`src/rtl/irq_flag_pkg.sv`:
```
package irq_flag_pkg;
  localparam int NSRC    = 3;
  localparam int SRC_UPD = 0;
  localparam int SRC_ALM = 1;
  localparam int SRC_PER = 2;

  typedef struct packed {
    logic in_read;
    logic close;
  } rd_ctrl_t;
endpackage

```
`src/rtl/irq_flag_cell.sv`:
```
module irq_flag_cell (
  input  logic clk,
  input  logic rst,
  input  logic evt,
  input  logic in_read,
  input  logic close,
  output logic flag_d,
  output logic flag_q,
  output logic pend_q
);
  logic pend_d;

  always_comb begin
    flag_d = flag_q;
    pend_d = pend_q;
    if (in_read) begin
      pend_d = pend_q | evt;
    end else if (close) begin
      flag_d = pend_q | evt;
      pend_d = 1'b0;
    end else begin
      flag_d = flag_q | evt;
    end
  end

  always_ff @(posedge clk) begin
    if (rst) begin
      flag_q <= 1'b0;
      pend_q <= 1'b0;
    end else begin
      flag_q <= flag_d;
      pend_q <= pend_d;
    end
  end

  assert_flag_frozen_R6: assert property (@(posedge clk) disable iff (rst)
    in_read |=> $stable(flag_q));
  assert_event_held_R6: assert property (@(posedge clk) disable iff (rst)
    (evt && in_read) |=> pend_q);
  assert_event_sets_R2: assert property (@(posedge clk) disable iff (rst)
    (evt && !in_read) |=> flag_q);
endmodule

```
`src/rtl/irq_enable_reg.sv`:
```
module irq_enable_reg #(
  parameter int NSRC    = 3,
  parameter int UPD_IDX = 0
) (
  input  logic            clk,
  input  logic            rst,
  input  logic            wr,
  input  logic [NSRC-1:0] wdata,
  input  logic            hold_set,
  output logic [NSRC-1:0] en_d,
  output logic [NSRC-1:0] en_q
);
  always_comb begin
    en_d = wr ? wdata : en_q;
    if (hold_set) en_d[UPD_IDX] = 1'b0;
  end

  always_ff @(posedge clk) begin
    if (rst) en_q <= '0;
    else     en_q <= en_d;
  end

  assert_hold_clears_upd_R8: assert property (@(posedge clk) disable iff (rst)
    hold_set |=> !en_q[UPD_IDX]);
  assert_write_loads_R9: assert property (@(posedge clk) disable iff (rst)
    (wr && !hold_set) |=> (en_q == $past(wdata)));
endmodule

```
`src/rtl/irq_read_seq.sv`:
```
module irq_read_seq
  import irq_flag_pkg::*;
#(
  parameter int NSRC   = 3,
  parameter int DATA_W = 8
) (
  input  logic              clk,
  input  logic              rst,
  input  logic              rd_active,
  input  logic [NSRC-1:0]   flags,
  input  logic              agg,
  output rd_ctrl_t          ctrl,
  output logic [DATA_W-1:0] rd_data
);
  localparam int FLAG_LSB = DATA_W - 1 - NSRC;

  logic              rd_q;
  logic              open_edge;
  logic [DATA_W-1:0] snap_d;
  logic [DATA_W-1:0] snap_q;

  assign open_edge    = rd_active & ~rd_q;
  assign ctrl.in_read = rd_active;
  assign ctrl.close   = rd_q & ~rd_active;

  always_comb begin
    snap_d = '0;
    snap_d[DATA_W-1] = agg;
    snap_d[FLAG_LSB +: NSRC] = flags;
  end

  always_ff @(posedge clk) begin
    if (rst) begin
      rd_q   <= 1'b0;
      snap_q <= '0;
    end else begin
      rd_q <= rd_active;
      if (open_edge) snap_q <= snap_d;
    end
  end

  assign rd_data = snap_q;

  assert_snap_stable_R1: assert property (@(posedge clk) disable iff (rst)
    !open_edge |=> $stable(snap_q));
  assert_reset_clears_R7: assert property (@(posedge clk)
    rst |=> (snap_q == '0));
endmodule

```
`src/rtl/irq_flag_unit.sv`:
```
module irq_flag_unit
  import irq_flag_pkg::*;
#(
  parameter int DATA_W = 8
) (
  input  logic              clk,
  input  logic              rst,
  input  logic              evt_periodic,
  input  logic              evt_alarm,
  input  logic              evt_update,
  input  logic              en_wr,
  input  logic [NSRC-1:0]   en_wdata,
  input  logic              hold_set,
  input  logic              rd_active,
  output logic [DATA_W-1:0] rd_data,
  output logic [NSRC-1:0]   en_state,
  output logic              irq_drive
);
  logic [NSRC-1:0] evt;
  logic [NSRC-1:0] flag_d, flag_q, pend_q;
  logic [NSRC-1:0] en_d, en_q;
  rd_ctrl_t        ctrl;
  logic            agg;
  logic            irq_q;

  always_comb begin
    evt          = '0;
    evt[SRC_PER] = evt_periodic;
    evt[SRC_ALM] = evt_alarm;
    evt[SRC_UPD] = evt_update;
  end

  for (genvar i = 0; i < NSRC; i++) begin : g_cell
    irq_flag_cell u_cell (
      .clk     (clk),
      .rst     (rst),
      .evt     (evt[i]),
      .in_read (ctrl.in_read),
      .close   (ctrl.close),
      .flag_d  (flag_d[i]),
      .flag_q  (flag_q[i]),
      .pend_q  (pend_q[i])
    );
  end

  irq_enable_reg #(.NSRC(NSRC), .UPD_IDX(SRC_UPD)) u_en (
    .clk      (clk),
    .rst      (rst),
    .wr       (en_wr),
    .wdata    (en_wdata),
    .hold_set (hold_set),
    .en_d     (en_d),
    .en_q     (en_q)
  );

  assign agg = |(flag_q & en_q);

  irq_read_seq #(.NSRC(NSRC), .DATA_W(DATA_W)) u_rd (
    .clk       (clk),
    .rst       (rst),
    .rd_active (rd_active),
    .flags     (flag_q),
    .agg       (agg),
    .ctrl      (ctrl),
    .rd_data   (rd_data)
  );

  always_ff @(posedge clk) begin
    if (rst) irq_q <= 1'b0;
    else     irq_q <= |(flag_d & en_d);
  end

  assign irq_drive = irq_q;
  assign en_state  = en_q;

  assert_irq_tracks_R3: assert property (@(posedge clk) disable iff (rst)
    irq_drive == |(flag_q & en_q));
  assert_close_clears_R5: assert property (@(posedge clk) disable iff (rst)
    (ctrl.close && !(|pend_q) && !(|evt)) |=> (flag_q == '0 && !irq_drive));
  assert_reset_quiet_R7: assert property (@(posedge clk)
    rst |=> (!irq_drive && en_state == '0));
endmodule

```
`config.mk`:
```
export PLATFORM = sky130hd
export DESIGN_NAME = irq_flag_unit
export DESIGN_NICKNAME = d
export VERILOG_FILES = /design/src/rtl/irq_flag_pkg.sv /design/src/rtl/irq_flag_cell.sv /design/src/rtl/irq_enable_reg.sv /design/src/rtl/irq_read_seq.sv /design/src/rtl/irq_flag_unit.sv
export SDC_FILE = /design/constraint.sdc
export NUM_CORES = 1
export LEC_CHECK = 0
export BUFFER_PORTS_ARGS = -buffer_cell sky130_fd_sc_hd__buf_2
export CAP_MARGIN = 10
export CORE_MARGIN = 2
export CORE_UTILIZATION = 48
export CTS_CLUSTER_SIZE = 40
export DETAILED_ROUTE_END_ITERATION = 8
export PLACE_DENSITY = 0.85
export SETUP_SLACK_MARGIN = 0.05
export SLEW_MARGIN = 10
export SYNTH_ARGS = -nofsm -noshare
export SYNTH_HDL_FRONTEND = slang
export SYNTH_HIERARCHICAL = 1
export SYNTH_SLANG_ARGS = --single-unit
```
`constraint.sdc`:
```
create_clock -name clk -period 2.2 [get_ports clk]
set_clock_uncertainty 0.1 [all_clocks]
set_input_delay 0.44 -clock clk [delete_from_list [all_inputs] [get_ports clk]]
set_output_delay 0.44 -clock clk [all_outputs]
set_load 0.005 [all_outputs]
```
==> out/metrics.yaml <==
coreArea_um2: 1454
die_h_um: 42.92
grtUsageTotal_pct: 17.75
worst_ep_required_time_ps: 2260
outcome: "complete, no violations"
leakage_nw: 0.3596
cts_sinks: 15
antenna_found_initial: 0
power.total_mw: 0.5297
clk_pin_slew_ps: 80
holdWs_ps: 235.2
num_io_pins: 23
final_max_slew_viol_count: 0
clk_latency_ps: 280
yosysSeqAreaShare_pct: 41.31
met1_length_um: 588
start_util_pct: 50.00
powerDensity_nw_per_um2: 627.2
synth-edff-count: 0
syn_area_per_cell_um2: 10.24
cp.arrival_ps: 1990
grt_first_pass_wirelength_um: 2387
grt-ovfl-total: 0
cts_tree: "built"
cts_buffers: 3
routed-via-count: 586
async_flop_share_pct: 0
post_cts_buffers: 0
totalWireLength_um: 1327
synth_flop_cell: "dfxtp_1"
synthTopCellsByCount: "15 x dfxtp_1, 7 x nor3_1, 6 x nor2b_1"
nets: 104
setup_tns_ps: 0
place.gp.congestion: 0.8066
wl_met3_um: 103
grt_pass1_vias: 571
clock_path_buffers: 2
ant_nets: 0
start_kind: "flip-flop"
max-cap-violations: 0
routed.top_layer: "met4"
wl_per_cell_um: 12.29
worst-path-max-fanout: 6
synth.largest_area_cell: "dfxtp_1"
dieArea_um2: 1842
dp_hpwl_um: 1008
ys_warn_count: 6
routed_via_density: 5.426
finalCriticalPeriod_ps: 1935
max_freq_mhz: 516.9
rows: 14
yosysMostFrequentCell: "dfxtp_1"
htreeDepth: 1
synth_area_leaders: "dfxtp_1 41%, nand4bb_1 6.2%, buf_4 5.2%"
worst_setup_path_end_kind: "flip-flop"
area_delta_synth_final_pct: 16.18
cts_root_buf: "clkbuf_4"
cts_resized: 0
finalHoldViolCount: 0
syn-cell-area_um2: 726.9
initialDrtViolationCount: 20
diodes: 0
crit_type: "flip-flop to flip-flop"
wl_met2_um: 608
first_pass_iters: 4
setup-violations-final: 0
die_x_um: 42.92
finalCritPeriodShare_pct: 87.94
ys_types: 19
cts_hold_buf: 0
drt_drc_violations_left: 0
min_path_type: "input pin to flip-flop"
grt_max_degree: 20
ir_drop_mv: 0.4784
rsz0062_at_grt: "false"
io_buffer_count: 18
drive_above_1_share_pct: 38.04
synth_top_area_share_pct: 41.31
syn_inst: 71
yosys_register_bits: 15
[through the flow]
stage,instance area [um^2],worst slack (ps),std cells,utilization [%]
3_5_place_dp,818.3,231.0,104,56.28
5_1_grt,844.6,66.79,108,58.09
4_1_cts,844.6,261.1,108,58.09
2_1_floorplan,738.2,488.9,74,-
3_3_place_gp,818.3,306.3,104,56.28
6_report,844.6,265.4,108,58.09
[per-layer routing]
layer | up-vias | track usage, %
li1 | 292 | -
met5 | - | 0
met3 | 4 | 9.362
met2 | 23 | 25.45
met1 | 267 | 20.63
met4 | 0 | 10.63
[logic make-up after synthesis]
family	share of synthesized area, %
muxes	4.991
and+or+nand+nor	38.90
other	0.5159
AOI/OAI and AO/OA	8.606
DFF	41.31
buffers and inverters	5.680
[state kept, by name, indices dropped and copies added (netlist names)]
| signal | flops |
|---|---|
| irq_drive | 1 |
| u_en/en_q | 3 |
| g_cell.u_cell/flag_q | 3 |
| u_rd/rd_data | 4 |
| u_rd/rd_q | 1 |
| g_cell.u_cell/pend_q | 3 |
[path summary, 6_finish.rpt]
check / from / depth (start not counted) / endpoint / slack, ps
setup / recovery: u_rd/rd_q / 6 / irq_drive / 270
hold / removal: hold_set / 2 / u_en/en_q[0] / 240
setup reg to reg: u_rd/rd_q / 6 / irq_drive / 270
hold reg to reg: u_rd/rd_data[6] / 2 / u_rd/rd_data[6] / 360
[cell type report]
type / instances / area [um^2]
fill: 126 / 609.3
multi-input combinational: 53 / 396.6
sequential: 15 / 300.3
timing repair buffer: 19 / 97.59
clock buffer: 4 / 26.28
tap: 16 / 20.02
inverter: 1 / 3.754
[cell usage in the layout (no fill, tap or decap)]
| master | count |
|---|---|
| nor2b_1 | 6 |
| mux2_4 | 1 |
| clkbuf_4 | 3 |
| nor2b_4 | 2 |
| mux2_2 | 1 |
| nor3_1 | 7 |
| nand2b_1 | 4 |
| mux2i_1 | 1 |
| inv_1 | 1 |
| nor2_1 | 5 |
| nor4_2 | 3 |
| nor3_2 | 3 |
| o21ai_1 | 4 |
| dfxtp_1 | 15 |
| buf_2 | 18 |
| buf_4 | 1 |
| nand2b_2 | 3 |
| nand4bb_1 | 4 |
| a222oi_1 | 2 |
| clkbuf_1 | 1 |
| conb_1 | 4 |
| a22oi_1 | 3 |
[critical path, cell delays in order, from the launching register on]
cell	delay [ps]
dfxtp_1	450
nor2b_1	460
nand2b_2	120
nor3_2	170
nor3_1	90
a222oi_1	360
nor2_1	60
[report_power, final]
group / switching, mW / leakage (nW) / internal [mW]
clock: 0.0789 / 0.0150 / 0.0703
combinational: 0.0398 / 0.221 / 0.0413
sequential: 0.0126 / 0.123 / 0.287
Power figures use the tool's default switching activity.
